<file path="src/rtl/cfg_fwd_pkg.sv">
package cfg_fwd_pkg;
  typedef enum logic [1:0] {
    ACT_DROP  = 2'd0,
    ACT_PASS  = 2'd1,
    ACT_XLATE = 2'd2
  } act_e;

  typedef enum logic [1:0] {
    SEL_UPSTRM = 2'd0,
    SEL_NEAR   = 2'd1,
    SEL_FAR    = 2'd2,
    SEL_ENC    = 2'd3
  } sel_e;
endpackage

</file>
<file path="src/rtl/cfg_bus_regs.sv">
module cfg_bus_regs
  import cfg_fwd_pkg::*;
#(
  parameter int BUS_W = 8
) (
  input  logic             clk,
  input  logic             rst_n,
  input  logic             wr_en,
  input  logic [1:0]       wr_sel,
  input  logic [BUS_W-1:0] wr_data,
  output logic [BUS_W-1:0] upstrm_num,
  output logic [BUS_W-1:0] near_num,
  output logic [BUS_W-1:0] far_num,
  output logic             enc_bin
);
  logic enc_write;
  assign enc_write = wr_en && (sel_e'(wr_sel) == SEL_ENC);

  always_ff @(posedge clk) begin
    if (!rst_n) begin
      upstrm_num <= '0;
      near_num   <= '0;
      far_num    <= '0;
      enc_bin    <= 1'b0;
    end else if (wr_en) begin
      case (sel_e'(wr_sel))
        SEL_UPSTRM: upstrm_num <= wr_data;
        SEL_NEAR:   near_num   <= wr_data;
        SEL_FAR:    far_num    <= wr_data;
        default:    enc_bin    <= wr_data[0];
      endcase
    end
  end

  // the encoding bit moves only on a write aimed at it
  assert_enc_holds_R11: assert property (@(posedge clk) disable iff (!rst_n)
    !enc_write |=> $stable(enc_bin));
endmodule

</file>
<file path="src/rtl/cfg_route_dec.sv">
module cfg_route_dec
  import cfg_fwd_pkg::*;
#(
  parameter int BUS_W = 8
) (
  input  logic             is_t1,
  input  logic [BUS_W-1:0] bus,
  input  logic [BUS_W-1:0] upstrm_num,
  input  logic [BUS_W-1:0] near_num,
  input  logic [BUS_W-1:0] far_num,
  input  logic             sel_fits,
  output act_e             act
);
  function automatic act_e classify(input logic t1,
                                    input logic [BUS_W-1:0] b,
                                    input logic [BUS_W-1:0] p,
                                    input logic [BUS_W-1:0] s,
                                    input logic [BUS_W-1:0] u,
                                    input logic fits);
    if (!t1)                return ACT_DROP;
    if (b == s)             return fits ? ACT_XLATE : ACT_DROP;
    if (b == p)             return ACT_DROP;
    if (b > s && b <= u)    return ACT_PASS;
    return ACT_DROP;
  endfunction

  assign act = classify(is_t1, bus, upstrm_num, near_num, far_num, sel_fits);
endmodule

</file>
<file path="src/rtl/cfg_addr_xlate.sv">
module cfg_addr_xlate #(
  parameter int ADDR_W  = 32,
  parameter int DEV_LSB = 11,
  parameter int DEV_W   = 5
) (
  input  logic [DEV_W-1:0]     dev,
  input  logic [DEV_LSB-3:0]   low_in,
  input  logic                 enc_bin,
  output logic [ADDR_W-1:0]    t0_addr,
  output logic                 sel_fits
);
  localparam int SEL_W = ADDR_W - DEV_LSB;

  logic [SEL_W-1:0] sel_hot;
  logic [SEL_W-1:0] sel_num;

  for (genvar i = 0; i < SEL_W; i++) begin : g_hot
    assign sel_hot[i] = (int'(dev) == i);
  end

  function automatic logic [SEL_W-1:0] bin_field(input logic [DEV_W-1:0] d);
    return SEL_W'(d);
  endfunction

  assign sel_num  = bin_field(dev);
  assign sel_fits = enc_bin || (int'(dev) < SEL_W);
  assign t0_addr  = {(enc_bin ? sel_num : sel_hot), low_in, 2'b00};
endmodule

</file>
<file path="src/rtl/cfg_fwd_bridge.sv">
module cfg_fwd_bridge
  import cfg_fwd_pkg::*;
#(
  parameter int ADDR_W  = 32,
  parameter int BUS_W   = 8,
  parameter int BUS_LSB = 16,
  parameter int DEV_LSB = 11,
  parameter int DEV_W   = 5
) (
  input  logic              clk,
  input  logic              rst_n,
  input  logic              wr_en,
  input  logic [1:0]        wr_sel,
  input  logic [BUS_W-1:0]  wr_data,
  input  logic              up_valid,
  output logic              up_ready,
  input  logic [ADDR_W-1:0] up_addr,
  input  logic              up_type1,
  output logic              dn_valid,
  input  logic              dn_ready,
  output logic [ADDR_W-1:0] dn_addr,
  output logic              dn_type1,
  output logic              dec_valid,
  output logic              dec_claim
);
  logic [BUS_W-1:0]  upstrm_num, near_num, far_num;
  logic              enc_bin;
  logic [BUS_W-1:0]  req_bus;
  logic [DEV_W-1:0]  req_dev;
  logic [ADDR_W-1:0] t0_addr;
  logic              sel_fits;
  act_e              act;
  logic              accept;
  logic              claim_now;
  logic              dn_enc_bin;

  assign req_bus = up_addr[BUS_LSB +: BUS_W];
  assign req_dev = up_addr[DEV_LSB +: DEV_W];

  cfg_bus_regs #(.BUS_W(BUS_W)) regs_i (
    .clk(clk), .rst_n(rst_n), .wr_en(wr_en), .wr_sel(wr_sel), .wr_data(wr_data),
    .upstrm_num(upstrm_num), .near_num(near_num), .far_num(far_num), .enc_bin(enc_bin)
  );

  cfg_addr_xlate #(.ADDR_W(ADDR_W), .DEV_LSB(DEV_LSB), .DEV_W(DEV_W)) xlate_i (
    .dev(req_dev), .low_in(up_addr[DEV_LSB-1:2]), .enc_bin(enc_bin),
    .t0_addr(t0_addr), .sel_fits(sel_fits)
  );

  cfg_route_dec #(.BUS_W(BUS_W)) route_i (
    .is_t1(up_type1), .bus(req_bus), .upstrm_num(upstrm_num), .near_num(near_num),
    .far_num(far_num), .sel_fits(sel_fits), .act(act)
  );

  assign up_ready  = !dn_valid || dn_ready;
  assign accept    = up_valid && up_ready;
  assign claim_now = (act != ACT_DROP);

  always_ff @(posedge clk) begin
    if (!rst_n) begin
      dec_valid  <= 1'b0;
      dec_claim  <= 1'b0;
      dn_valid   <= 1'b0;
      dn_addr    <= '0;
      dn_type1   <= 1'b0;
      dn_enc_bin <= 1'b0;
    end else begin
      dec_valid <= accept;
      if (accept) begin
        dec_claim <= claim_now;
        dn_valid  <= claim_now;
        if (claim_now) begin
          dn_addr    <= (act == ACT_XLATE) ? t0_addr : up_addr;
          dn_type1   <= (act == ACT_PASS);
          dn_enc_bin <= enc_bin;
        end
      end else if (dn_ready) begin
        dn_valid <= 1'b0;
      end
    end
  end

  // a stalled downstream request holds still
  assert_dn_hold_R10: assert property (@(posedge clk) disable iff (!rst_n)
    (dn_valid && !dn_ready) |=> (dn_valid && $stable(dn_addr) && $stable(dn_type1)));

  // a local request never produces a claim
  assert_t0_dropped_R2: assert property (@(posedge clk) disable iff (!rst_n)
    (accept && !up_type1) |=> (dec_valid && !dec_claim));

  // decision strobe follows acceptance by exactly one cycle
  assert_dec_timing_R9: assert property (@(posedge clk) disable iff (!rst_n)
    accept |=> dec_valid);
  assert_dec_quiet_R9: assert property (@(posedge clk) disable iff (!rst_n)
    !accept |=> !dec_valid);

  // rewritten requests end in 00
  assert_t0_low_R3: assert property (@(posedge clk) disable iff (!rst_n)
    (dn_valid && !dn_type1) |-> (dn_addr[1:0] == 2'b00));

  // one-hot rewrite selects exactly one device line
  assert_onehot_R4: assert property (@(posedge clk) disable iff (!rst_n)
    (dn_valid && !dn_type1 && !dn_enc_bin) |-> ($countones(dn_addr[ADDR_W-1:DEV_LSB]) == 1));

  // no acceptance while a stalled request is pending
  assert_stall_blocks_R10: assert property (@(posedge clk) disable iff (!rst_n)
    (dn_valid && !dn_ready) |-> !up_ready);
endmodule

</file>
<file path="config.mk">
export PLATFORM = sky130hd
export DESIGN_NAME = cfg_fwd_bridge
export DESIGN_NICKNAME = d
export VERILOG_FILES = /design/src/rtl/cfg_fwd_pkg.sv /design/src/rtl/cfg_bus_regs.sv /design/src/rtl/cfg_route_dec.sv /design/src/rtl/cfg_addr_xlate.sv /design/src/rtl/cfg_fwd_bridge.sv
export SDC_FILE = /design/constraint.sdc
export NUM_CORES = 1
export LEC_CHECK = 0
export ABC_AREA = 0
export BUFFER_PORTS_ARGS = -buffer_cell sky130_fd_sc_hd__buf_2
export CORE_ASPECT_RATIO = 0.75
export CORE_MARGIN = 3
export CORE_UTILIZATION = 30
export DETAILED_ROUTE_END_ITERATION = 10
export PLACE_DENSITY = 0.52
export RECOVER_POWER = 50
export SYNTH_ARGS = -nofsm -noshare
export SYNTH_HDL_FRONTEND = slang
export SYNTH_SLANG_ARGS = --single-unit
</file>
<file path="constraint.sdc">
create_clock -name clk -period 2.4 [get_ports clk]
set_input_delay 0.12 -clock clk [delete_from_list [all_inputs] [get_ports clk]]
set_output_delay 0.12 -clock clk [all_outputs]
set_load 0.01 [all_outputs]
</file>
==> flow_metrics.env <==
export IMPL_wl_um=8537
export IMPL_cp_slowest_stage_delay_ns=0.35
export IMPL_utilization=0.4019
export IMPL_p_per_area_nw_per_um2=666.5
export IMPL_internal_power_w=0.002023
export IMPL_tightestPinTransition_ns=1.141
export IMPL_rr_endpoint="dn_addr[12]$_SDFFE_PN0P_"
export IMPL_report_final_slew_viol_count=0
export IMPL_worst_slack_ns=0.2200
export IMPL_critPathLaunchType="flip-flop"
export IMPL_synth_edf_count=0
export IMPL_crit_path_top_delay_cell="or2_2"
export IMPL_via_per_inst=4.815
export IMPL_regToRegSetupSlack_ns=0.22
export IMPL_cts_sinks=61
export IMPL_htree_levels=3
export IMPL_worstHoldStart="up_addr[8]"
export IMPL_cp_end_kind="flip-flop"
export IMPL_period_needed_ns=2.180
export IMPL_final_nets=495
export IMPL_synthFlopType="dfxtp_1"
export IMPL_seqPwrFrac=0.405
export IMPL_required_ns=2.61
export IMPL_grt_overflow=0
export IMPL_rows=31
export IMPL_timing_rr_start="regs_i.near_num[7]$_SDFFE_PN0P_"
export IMPL_placedCellCount=550
export IMPL_cts_clk_slew_worst_paths_ns=0.05
export IMPL_via_count=2730
export IMPL_clockBufferDepth=2
export IMPL_tritoncts="done"
export IMPL_synth_cell_area_um2=3110
export IMPL_outcome="complete, no violations"
export IMPL_n_antenna_cell=0
export IMPL_wl_per_cell_um=15.06
export IMPL_dr_pass1_iters=4
export IMPL_synth_distinct_cells=43
export IMPL_hpwl_um=6556
export IMPL_setup_tns_ns=0
export IMPL_antenna_found_initial=0
export IMPL_fin_cells=567
export IMPL_synth_async_reset_ratio=0
export IMPL_netlist_instances=344
export IMPL_finalSetupViolCount=0
export IMPL_syn_nets=408
export IMPL_globalplace_congestion=0.8286
export IMPL_cts_root_buffer="clkbuf_16"
export IMPL_yosys_register_bits=61
export IMPL_slew_headroom=0.2394
export IMPL_grt_setup_unrepaired="no"
export IMPL_nFillCells=1047
export IMPL_hold_path_end="dn_addr[8]$_SDFFE_PN0P_"
export IMPL_port_buffers=84
export IMPL_dieArea_um2=11640
export IMPL_grt_pass1_vias=2686
export IMPL_grt_max_degree=33
export IMPL_start_util=0.3145
export IMPL_p_switching_w=0.0006270
export IMPL_route_detailed_drc=0
export IMPL_stdcell_area_um2=3975
export IMPL_seq_area_frac_synth=0.3926
export IMPL_worstPathCellList="inv_1 -> ha_1 -> nand4_2 -> nor2_2 -> nand3_1 -> or2_2 -> o21ai_4 -> buf_12 -> buf_12 -> nand3_1 -> o211a_1"
export IMPL_fin_crit_sh=0.9084
export IMPL_switching_share=0.2366
export IMPL_fmax_ghz=0.4587
export IMPL_power_leakage_nw=1.866
export IMPL_die_h_um=94.19
export IMPL_groute_usage_overall=0.1500
export IMPL_finalHoldViolations=0
export IMPL_clock_skew_ns=0.004721
export IMPL_cp_top_family="simple AND/OR/NAND/NOR gates"
export IMPL_place_ws_ns=0.03086
export IMPL_path_max_fanout=17
export IMPL_rr_worst_depth=11
export IMPL_placed_cell_area_um2=3684
export IMPL_io_pins=85
export IMPL_layout_drive_gt1_share=0.1977
export IMPL_pwr_share_clk=0.477
export IMPL_yosysWarningCount=0
export IMPL_worst_setup_path_type="reg -> reg"
export IMPL_grt_pass1_wl_um=13340
export IMPL_clk_latency_ns=0.33
export IMPL_syn_area_per_cell_um2=9.042
export IMPL_syn_to_final_growth_pct=27.80
export IMPL_drtAntennaViolNets=0
export IMPL_first_iter_violations=126
export IMPL_hold_path_class="in -> reg"
export IMPL_p_comb_frac=0.118
export IMPL_arrival_ns=2.39
export IMPL_cts_buffers_inserted=9
export IMPL_cap_violations=0
export IMPL_ir_drop_v=0.0003757
export IMPL_hold_depth=3
export IMPL_critical_path_n_buffers_inverters=3
export IMPL_coreArea_um2=9891
export IMPL_die_w_um=123.6
-- state kept, by name, indices dropped and copies added, names as in the netlist --
register	count
dec_claim	1
dec_valid	1
dn_addr	32
dn_type1	1
dn_valid	1
regs_i.enc_bin	1
regs_i.far_num	8
regs_i.near_num	8
regs_i.upstrm_num	8
-- timing repair --
| action | in CTS | in global routing |
|---|---|---|
| gates resized for setup | 0 | 2 |
| buffers inserted | 0 | 1 |
| hold buffers | 1 | 0 |
| endpoints found under the setup margin | 0 | 33 |
| hold endpoints to repair | 1 | 0 |
-- worst max path at each step --
| stage | startpoint | end | slack (ns) | cells after the start |
|---|---|---|---|---|
| final | regs_i.near_num[7]$_SDFFE_PN0P_ | dn_addr[12]$_SDFFE_PN0P_ | 0.22 | 11 |
| after global routing | regs_i.near_num[3]$_SDFFE_PN0P_ | dn_addr[14]$_SDFFE_PN0P_ | 0.05 | 11 |
| after CTS | regs_i.near_num[7]$_SDFFE_PN0P_ | dn_addr[10]$_SDFFE_PN0P_ | 0.02 | 10 |
| after detailed placement | regs_i.near_num[7]$_SDFFE_PN0P_ | dn_addr[10]$_SDFFE_PN0P_ | 0.03 | 9 |
| after global placement | regs_i.near_num[7]$_SDFFE_PN0P_ | dn_addr[16]$_SDFFE_PN0P_ | 0.10 | 10 |
| after floorplan | regs_i.near_num[7]$_SDFFE_PN0P_ | dn_addr[27]$_SDFFE_PN0P_ | 0.33 | 10 |
-- cells in the final DEF (no fill, tap or decap), types with 16 or more instances in the layout --
| master | instances |
|---|---|
| buf_2 | 53 |
| clkbuf_1 | 33 |
| dfxtp_1 | 61 |
| ha_1 | 16 |
| inv_1 | 18 |
| mux2i_1 | 25 |
| nand2_1 | 42 |
| nand3_1 | 20 |
| nor2b_1 | 31 |
| o211a_1 | 19 |
| o21ai_0 | 17 |
-- logic make-up (layout without fill, tap and decap cells) --
family | count (synthesis) | count (layout) | synth area share
compound gates | 72 | 72 | 0.1746
xor+xnor | 8 | 8 | 0.02253
fa+ha+maj | 16 | 16 | 0.06436
buf+inv | 39 | 130 | 0.05631
flops | 61 | 61 | 0.3926
mux | 25 | 25 | 0.08045
simple gates | 123 | 123 | 0.2092
-- cell type report --
class,instances,area (um^2),share of cell area
multi-input combinational,244,1717,0.4319
inverter,18,67.56,0.01700
timing repair buffer,97,506.7,0.1275
sequential,61,1221,0.3072
tap,132,165.2,0.04155
clock buffer,15,297.8,0.07491
-- power groups by stage --
stage          Clock, W  Combinational (W)  Sequential [W]
2_1_floorplan         0           0.000173         0.00110
3_3_place_gp          0           0.000308         0.00109
3_5_place_dp          0           0.000314         0.00109
4_1_cts         0.00130           0.000317         0.00107
5_1_grt         0.00134           0.000350         0.00108
6_report        0.00126           0.000312         0.00107
-- cell usage after synthesis (3+ instances only) --
| cell type | n | area, um^2 |
|---|---|---|
| dfxtp_1 | 61 | 1221 |
| nand2_1 | 42 | 157.7 |
| nor2b_1 | 31 | 193.9 |
| mux2i_1 | 25 | 250.2 |
| nand3_1 | 20 | 100.1 |
| o211a_1 | 19 | 190.2 |
| inv_1 | 18 | 67.56 |
| o21ai_0 | 17 | 85.08 |
| ha_1 | 16 | 200.2 |
| clkbuf_1 | 13 | 48.80 |
| a21oi_1 | 11 | 55.05 |
| xor2_1 | 8 | 70.07 |
| nor2_1 | 7 | 26.28 |
| o211ai_1 | 7 | 52.55 |
| o311ai_1 | 5 | 43.79 |
| nand4_1 | 4 | 25.02 |
| nor4_1 | 4 | 25.02 |
| buf_4 | 3 | 22.52 |
| nand3b_1 | 3 | 22.52 |
-- per-layer routing --
metal / track usage / wire (um) / up-vias / share of wire
li1: - / - / 1393 / -
met1: 0.1989 / 4095 / 1244 / 0.48
met2: 0.2307 / 3681 / 85 / 0.43
met3: 0.04636 / 636 / 8 / 0.074
met4: 0.04977 / 123 / 0 / 0.014
met5: 0 / 0 / - / 0
-- metrics by stage --
step	total power, W	hold slack [ns]
after floorplan	0.001276	0.2504
after global placement	0.001401	0.3385
after detailed placement	0.001408	0.3398
after CTS	0.002692	0.005909
after global routing	0.002766	0.03096
final	0.002649	0.01964
-- worst register-to-register path, cell delays in order (launching register included) --
cell,delay (ns)
dfxtp_1,0.32
inv_1,0.04
ha_1,0.32
nand4_2,0.13
nor2_2,0.17
nand3_1,0.11
or2_2,0.35
o21ai_4,0.09
buf_12,0.16
buf_12,0.15
nand3_1,0.09
o211a_1,0.13
No activity file was read; power rests on OpenSTA's default activity.
